$ cat src/rtl/xorStagePkg.sv
package xorStagePkg;
  typedef enum logic [2:0] {
    S_INIT,
    S_SKIP,
    S_PASS,
    S_BOUND,
    S_PAY
  } xorState_t;

  typedef struct packed {
    logic pop;
    logic latchKey;
  } xorStrobe_t;
endpackage

$ cat src/rtl/xorStageFifo.sv
module xorStageFifo #(
  parameter int WIDTH = 72,
  parameter int DEPTH = 4
) (
  input  logic             clk,
  input  logic             rstN,
  input  logic [WIDTH-1:0] wrData,
  input  logic             wrEn,
  output logic             wrRdy,
  input  logic             rdEn,
  output logic [WIDTH-1:0] rdData,
  output logic             rdValid
);
  localparam int PTR_W = (DEPTH > 1) ? $clog2(DEPTH) : 1;
  localparam int CNT_W = $clog2(DEPTH + 1);

  logic [WIDTH-1:0] mem [DEPTH];
  logic [PTR_W-1:0] wrPtr, rdPtr;
  logic [CNT_W-1:0] count;
  logic doWr, doRd;

  assign wrRdy   = (count != CNT_W'(DEPTH));
  assign rdValid = (count != '0);
  assign rdData  = mem[rdPtr];
  assign doWr    = wrEn && wrRdy;
  assign doRd    = rdEn && rdValid;

  function automatic logic [PTR_W-1:0] nextPtr(input logic [PTR_W-1:0] p);
    return (p == PTR_W'(DEPTH - 1)) ? '0 : p + 1'b1;
  endfunction

  always_ff @(posedge clk) begin
    if (!rstN) begin
      wrPtr <= '0;
      rdPtr <= '0;
      count <= '0;
    end else begin
      if (doWr) wrPtr <= nextPtr(wrPtr);
      if (doRd) rdPtr <= nextPtr(rdPtr);
      if (doWr && !doRd) count <= count + 1'b1;
      else if (doRd && !doWr) count <= count - 1'b1;
    end
  end

  always_ff @(posedge clk) begin
    if (doWr) mem[wrPtr] <= wrData;
  end
endmodule

$ cat src/rtl/xorStageCtrl.sv
module xorStageCtrl
  import xorStagePkg::*;
#(
  parameter int LANES     = 8,
  parameter int CTRL_W    = 8,
  parameter int HDR_BYTES = 34
) (
  input  logic              clk,
  input  logic              rstN,
  input  logic              headValid,
  input  logic [CTRL_W-1:0] headCtrl,
  input  logic              outRdy,
  output xorStrobe_t        strb,
  output logic [LANES-1:0]  xorMask
);
  localparam int CLEAR_WORDS = HDR_BYTES / LANES;
  localparam int CLEAR_LANES = HDR_BYTES % LANES;
  localparam int CNT_W       = (CLEAR_WORDS > 1) ? $clog2(CLEAR_WORDS) : 1;
  localparam logic [LANES-1:0] BOUND_MASK = {LANES{1'b1}} >> CLEAR_LANES;

  xorState_t        state;
  logic             sawHdr;
  logic [CNT_W-1:0] wordCnt;
  logic             lastWord;
  logic [LANES-1:0] laneValid;

  assign lastWord  = |headCtrl;
  assign laneValid = lastWord ? headCtrl[LANES-1:0] : {LANES{1'b1}};

  always_comb begin
    strb.pop      = headValid && outRdy && (state != S_INIT);
    strb.latchKey = strb.pop && (state == S_SKIP) && lastWord && !sawHdr;
    case (state)
      S_BOUND: xorMask = BOUND_MASK & laneValid;
      S_PAY:   xorMask = laneValid;
      default: xorMask = '0;
    endcase
  end

  always_ff @(posedge clk) begin
    if (!rstN) begin
      state   <= S_INIT;
      sawHdr  <= 1'b0;
      wordCnt <= '0;
    end else if (state == S_INIT) begin
      state <= S_SKIP;
    end else if (strb.pop) begin
      case (state)
        S_SKIP: begin
          if (lastWord) begin
            sawHdr <= 1'b1;
          end else begin
            sawHdr  <= 1'b0;
            wordCnt <= CNT_W'(1);
            state   <= (CLEAR_WORDS <= 1) ? S_BOUND : S_PASS;
          end
        end
        S_PASS: begin
          if (lastWord) state <= S_SKIP;
          else begin
            wordCnt <= wordCnt + 1'b1;
            if (wordCnt == CNT_W'(CLEAR_WORDS - 1)) state <= S_BOUND;
          end
        end
        S_BOUND: state <= lastWord ? S_SKIP : S_PAY;
        S_PAY:   if (lastWord) state <= S_SKIP;
        default: state <= S_SKIP;
      endcase
    end
  end
endmodule

$ cat src/rtl/xorStageDatapath.sv
module xorStageDatapath
  import xorStagePkg::*;
#(
  parameter int DATA_W = 64,
  parameter int CTRL_W = 8,
  parameter int KEY_W  = 32
) (
  input  logic                clk,
  input  logic                rstN,
  input  xorStrobe_t          strb,
  input  logic [DATA_W/8-1:0] xorMask,
  input  logic [DATA_W-1:0]   headData,
  input  logic [CTRL_W-1:0]   headCtrl,
  input  logic [KEY_W-1:0]    keyIn,
  output logic [DATA_W-1:0]   outData,
  output logic [CTRL_W-1:0]   outCtrl,
  output logic                outWr,
  output logic [KEY_W-1:0]    keyHeld
);
  localparam int LANES = DATA_W / 8;
  localparam int REPS  = DATA_W / KEY_W;

  logic [DATA_W-1:0] keyWide, bitMask;

  for (genvar r = 0; r < REPS; r++) begin : gKeyRep
    assign keyWide[r*KEY_W +: KEY_W] = keyHeld;
  end

  for (genvar l = 0; l < LANES; l++) begin : gLaneMask
    assign bitMask[l*8 +: 8] = {8{xorMask[l]}};
  end

  always_ff @(posedge clk) begin
    if (!rstN) begin
      keyHeld <= '0;
      outWr   <= 1'b0;
      outData <= '0;
      outCtrl <= '0;
    end else begin
      if (strb.latchKey) keyHeld <= keyIn;
      outWr <= strb.pop;
      if (strb.pop) begin
        outData <= headData ^ (keyWide & bitMask);
        outCtrl <= headCtrl;
      end
    end
  end
endmodule

$ cat src/rtl/payloadXorStage.sv
module payloadXorStage
  import xorStagePkg::*;
#(
  parameter int DATA_W    = 64,
  parameter int CTRL_W    = 8,
  parameter int KEY_W     = 32,
  parameter int DEPTH     = 4,
  parameter int HDR_BYTES = 34
) (
  input  logic              clk,
  input  logic              rstN,
  input  logic [DATA_W-1:0] inData,
  input  logic [CTRL_W-1:0] inCtrl,
  input  logic              inWr,
  output logic              inRdy,
  output logic [DATA_W-1:0] outData,
  output logic [CTRL_W-1:0] outCtrl,
  output logic              outWr,
  input  logic              outRdy,
  input  logic [KEY_W-1:0]  keyIn
);
  localparam int LANES  = DATA_W / 8;
  localparam int WORD_W = DATA_W + CTRL_W;

  xorStrobe_t        strb;
  logic [WORD_W-1:0] headWord;
  logic              headValid;
  logic [DATA_W-1:0] headData;
  logic [CTRL_W-1:0] headCtrl;
  logic [LANES-1:0]  xorMask;
  logic [KEY_W-1:0]  keyHeld;

  assign headData = headWord[DATA_W-1:0];
  assign headCtrl = headWord[WORD_W-1:DATA_W];

  xorStageFifo #(.WIDTH(WORD_W), .DEPTH(DEPTH)) uFifo (
    .clk(clk), .rstN(rstN),
    .wrData({inCtrl, inData}), .wrEn(inWr), .wrRdy(inRdy),
    .rdEn(strb.pop), .rdData(headWord), .rdValid(headValid)
  );

  xorStageCtrl #(.LANES(LANES), .CTRL_W(CTRL_W), .HDR_BYTES(HDR_BYTES)) uCtrl (
    .clk(clk), .rstN(rstN), .headValid(headValid), .headCtrl(headCtrl),
    .outRdy(outRdy), .strb(strb), .xorMask(xorMask)
  );

  xorStageDatapath #(.DATA_W(DATA_W), .CTRL_W(CTRL_W), .KEY_W(KEY_W)) uDp (
    .clk(clk), .rstN(rstN), .strb(strb), .xorMask(xorMask),
    .headData(headData), .headCtrl(headCtrl), .keyIn(keyIn),
    .outData(outData), .outCtrl(outCtrl), .outWr(outWr), .keyHeld(keyHeld)
  );
endmodule

$ cat config.mk
export PLATFORM = sky130hd
export DESIGN_NAME = payloadXorStage
export DESIGN_NICKNAME = d
export VERILOG_FILES = /design/src/rtl/xorStagePkg.sv /design/src/rtl/xorStageFifo.sv /design/src/rtl/xorStageCtrl.sv /design/src/rtl/xorStageDatapath.sv /design/src/rtl/payloadXorStage.sv
export SDC_FILE = /design/constraint.sdc
export NUM_CORES = 1
export LEC_CHECK = 0
export ABC_AREA = 1
export BUFFER_PORTS_ARGS = -buffer_cell sky130_fd_sc_hd__buf_2
export CAP_MARGIN = 10
export CELL_PAD_IN_SITES_DETAIL_PLACEMENT = 1
export CELL_PAD_IN_SITES_GLOBAL_PLACEMENT = 1
export CORE_UTILIZATION = 50
export DETAILED_ROUTE_END_ITERATION = 10
export PLACE_DENSITY_LB_ADDON = 0.12
export SLEW_MARGIN = 0
export SYNTH_ARGS = -nofsm -noshare
export SYNTH_HDL_FRONTEND = slang
export SYNTH_HIERARCHICAL = 1
export SYNTH_SLANG_ARGS = --single-unit
$ cat constraint.sdc
create_clock -name clk -period 11.95 [get_ports clk]
set_input_delay 1.195 -clock clk [delete_from_list [all_inputs] [get_ports clk]]
set_output_delay 1.195 -clock clk [all_outputs]
set_load 0.01 [all_outputs]
==> results by group <==
Routing
  – Drt pass-1 iters: 4
  – Residual DRC: 0
  – Routed vias: 12350
  – Final WL: 45800 um
  – Avg WL per Cell: 20.6 um
  – Antenna Violating Nets Remaining: 0
  – Post-DR vias/cell: 5.56
  – First DRT Iteration DRCs: 808

CTS
  – # H-tree levels: 2
  – Hold_buf cts: 0
  – Root buffer cell: clkbuf_16
  – Clock sink count: 408
  – Setup Buffers After CTS: 0
  – CTS max path bufs: 3
  – TritonCTS clock tree: done
  – Post_cts resized: 0
  – Clk pin slew, worst setup/hold paths: 0.06 ns
  – CTS buffer count: 44
  – Worst-skew pair later-pin latency: 0.56 ns

Setup path
  – Worst Path Required: 12.35 ns
  – Critical-path top delay cell: nor2_1
  – Crit Path Category: flip-flop to flip-flop
  – Reg2reg path depth: 12
  – Worst setup SP type: flip-flop
  – R2R Path End: uDp/outData[31]
  – Max incr delay on CP: 0.89 ns
  – R2r setup slk: 7.32 ns
  – CP Cell Sequence: buf_4, inv_6, o21ai_0, o22ai_1, nor2_2, nand2_2, nor2_4, nor2_1, nor2_1, nand3_1, nand2_1, a21oi_1
  – Critical Path Sink Type: flip-flop
  – Worst path arrival time: 5.03 ns
  – Max FO, Critical Path: 99
  – Worst path most repeated cell: nor2_1

Global route
  – Routing usage on met2: 44.7%
  – Grt met3 use: 3.63%
  – Gr ovfl total: 0
  – Largest net degree at the start of global routing: 116
  – Vias in the first global route: 12848
  – M1 GR Usage: 34.5%
  – Total GRT Usage: 26.3%
  – Initial antenna violation count: 5
  – First-pass GRT wire length: 71000 um
  – GR peak layer: met2

Pwr
  – Design Power: 0.00403 W
  – Peak VDD IR: 0.126 mV
  – PwrDens: 207 nW/um^2
  – P_leak: 7.67 nW

Logic synthesis
  – Register area share after synthesis: 64.8%
  – Multiplexer share of the synthesized area: 0%
  – Syn Nets: 1702
  – Post-Synth Simple-Gate Area: 14.3%
  – Compound-Gate Fraction of Synth Area: 14.4%
  – Register bit total from synthesis: 408
  – XOR/XNOR share of the synthesized area: 0%
  – Yosys warning count: 6
  – Syn Inst Count: 1586
  – Netlist cell types: 33
  – Largest family of logic cells by synthesized area: compound AO/OA/AOI/OAI gates
  – Synthesized area: 17100 um^2
  – Syn Area/Cell: 10.8 um^2
  – Adder-cell share of the synthesized area: 0.631%

STA
  – Fin crit share: 38.7%
  – Setup Skew: 0.0262 ns
  – Post-layout min period: 4.63 ns
  – Slew HR: 18.2%
  – RSZ-0062 raised after global routing: no
  – Fmax: 216 MHz
  – Final hold vios: 0
  – Final setup viols: 0
  – Worst-Margin Slew: 1.23 ns
  – Total Neg Setup Slack: 0 ns
  – Final Max Slew Viols: 0

Placed design
  – Final RePlAce weighted congestion: 0.790
  – Port Buffers: 181
  – DP HPWL: 28000 um
  – Post-DP Area: 18100 um^2

Final layout
  – Fraction of layout cells with a size suffix above 1: 22.0%
  – Fill cells: 3681
  – Final Core Density: 58.1%
  – Final instance area: 19500 um^2
  – P&R area growth vs syn: 14.2%
  – Nets: 1850

Worst hold path
  – Hold endpoint: uCtrl/wordCnt[1]
  – Hold path cells: 2
  – Hold Path Class: flip-flop to flip-flop
  – Hold Crit Start: uCtrl/wordCnt[1]

Die
  – Io pins: 182
  – Core region area: 33500 um^2
  – Total die area: 34900 um^2
  – Die Span X: 187 um
  – Site row count: 67
  – Initial Util: 50.9%
  – Die height: 187 um

Status
  – Status: finished clean

Flow run
  – Maximum Capacitance Violations: 0
## flip-flops by register name, indices dropped and copies added (netlist names), named ones only
name           count
uFifo/mem        288
uCtrl/wordCnt      2
uCtrl/sawHdr       1
uDp/outWr          1
uFifo/count        3
uDp/outData       64
uCtrl/state        3
uFifo/rdPtr        2
uDp/keyHeld       32
uFifo/wrPtr        2
uDp/outCtrl        8
## layout by cell type, fill, tap and decap left out, types with 7 or more instances in the layout
master     instances
edfxtp_1         288
o22ai_2           50
buf_4             16
nor2_1           214
clkbuf_1          19
o21ai_1           22
inv_1             93
nor2_2            52
a21oi_2            9
o21ai_2           10
clkbuf_16         45
dfxtp_1          118
nand3_1           70
buf_2            180
a21oi_1           61
o22ai_1           22
o21ai_0          222
nand2_1          232
ha_1               7
## power breakdown
part           switching, W  total [W]  internal, W
combinational      0.000602   0.000880     0.000278
sequential         0.000115    0.00183      0.00171
clock              0.000543    0.00132     0.000780
total               0.00126    0.00403      0.00277
## metrics by stage
| stage | setup WS, ns | cells | hold WS [ns] |
|---|---|---|---|
| after global placement | 7.34 | 2135 | 0.456 |
| after CTS | 7.01 | 2217 | 0.480 |
| after detailed placement | 7.09 | 2135 | 0.469 |
| after global routing | 6.95 | 2223 | 0.530 |
| after floorplan | 7.10 | 1586 | 0.442 |
| final | 7.32 | 2223 | 0.479 |
## kinds of logic (layout without fill, tap and decap cells)
logic type | Yosys count | count (layout)
other | 0 | 5
buffers and inverters | 191 | 375
and+or+nand+nor | 582 | 582
DFF | 408 | 408
adders and majority gates | 8 | 8
AOI/OAI and AO/OA | 397 | 397
## cell type report
type / count / area (um^2) / share of cell area, %
flip-flops and latches: 408 / 11100 / 56.7
multi-input cells: 987 / 5040 / 25.9
clock buffers: 67 / 1240 / 6.36
repair buffers: 197 / 1050 / 5.38
well taps: 448 / 561 / 2.88
inverters: 96 / 370 / 1.90
clock inverters: 15 / 153 / 0.784
diodes: 5 / 12.5 / 0.0642
## synthesized netlist by cell type (all sizes together)
| library cell | n | share of area (%) |
|---|---|---|
| dfxtp | 120 | 14 |
| nand4 | 3 | 0.11 |
| nand3 | 71 | 2.1 |
| or2 | 1 | 0.037 |
| buf | 69 | 3.1 |
| ha | 7 | 0.51 |
| o21bai | 1 | 0.044 |
| nand2 | 233 | 5.1 |
| fa | 1 | 0.12 |
| o22ai | 72 | 4.5 |
| inv | 96 | 2.2 |
| nor2 | 272 | 6.8 |
| o21ai | 254 | 7.7 |
| and3 | 1 | 0.037 |
| clkbuf | 26 | 0.64 |
| a21oi | 70 | 2.3 |
| nand3b | 1 | 0.044 |
| edfxtp | 288 | 51 |
## worst max-delay path by stage
stage | startpoint | endpoint | slack [ns] | depth (start not counted)
floorplan | inWr | uFifo/mem[0][0] | 7.10 | 2
global placement | flip-flop | uDp/keyHeld[21] | 7.34 | 11
detailed placement | flip-flop | uDp/keyHeld[28] | 7.09 | 11
CTS | flip-flop | uDp/keyHeld[28] | 7.01 | 11
global route | flip-flop | uDp/outData[2] | 6.95 | 13
finish | flip-flop | uDp/outData[31] | 7.32 | 12
## critical path, delay by kind of cell, from the launching register on
family,cells,cell delay [ns]
AOI/OAI and AO/OA,3,0.58
buffers and inverters,2,1.33
DFF,1,0.66
and+or+nand+nor,7,1.83
## metal layers
| layer | wire, um | vias to the layer above |
|---|---|---|
| met5 | 0 | - |
| met4 | 1140 | 0 |
| met3 | 1990 | 69 |
| met2 | 22500 | 303 |
| met1 | 20100 | 6200 |
| li1 | - | 5778 |
Note: power is estimated with default switching activity, not from simulation.
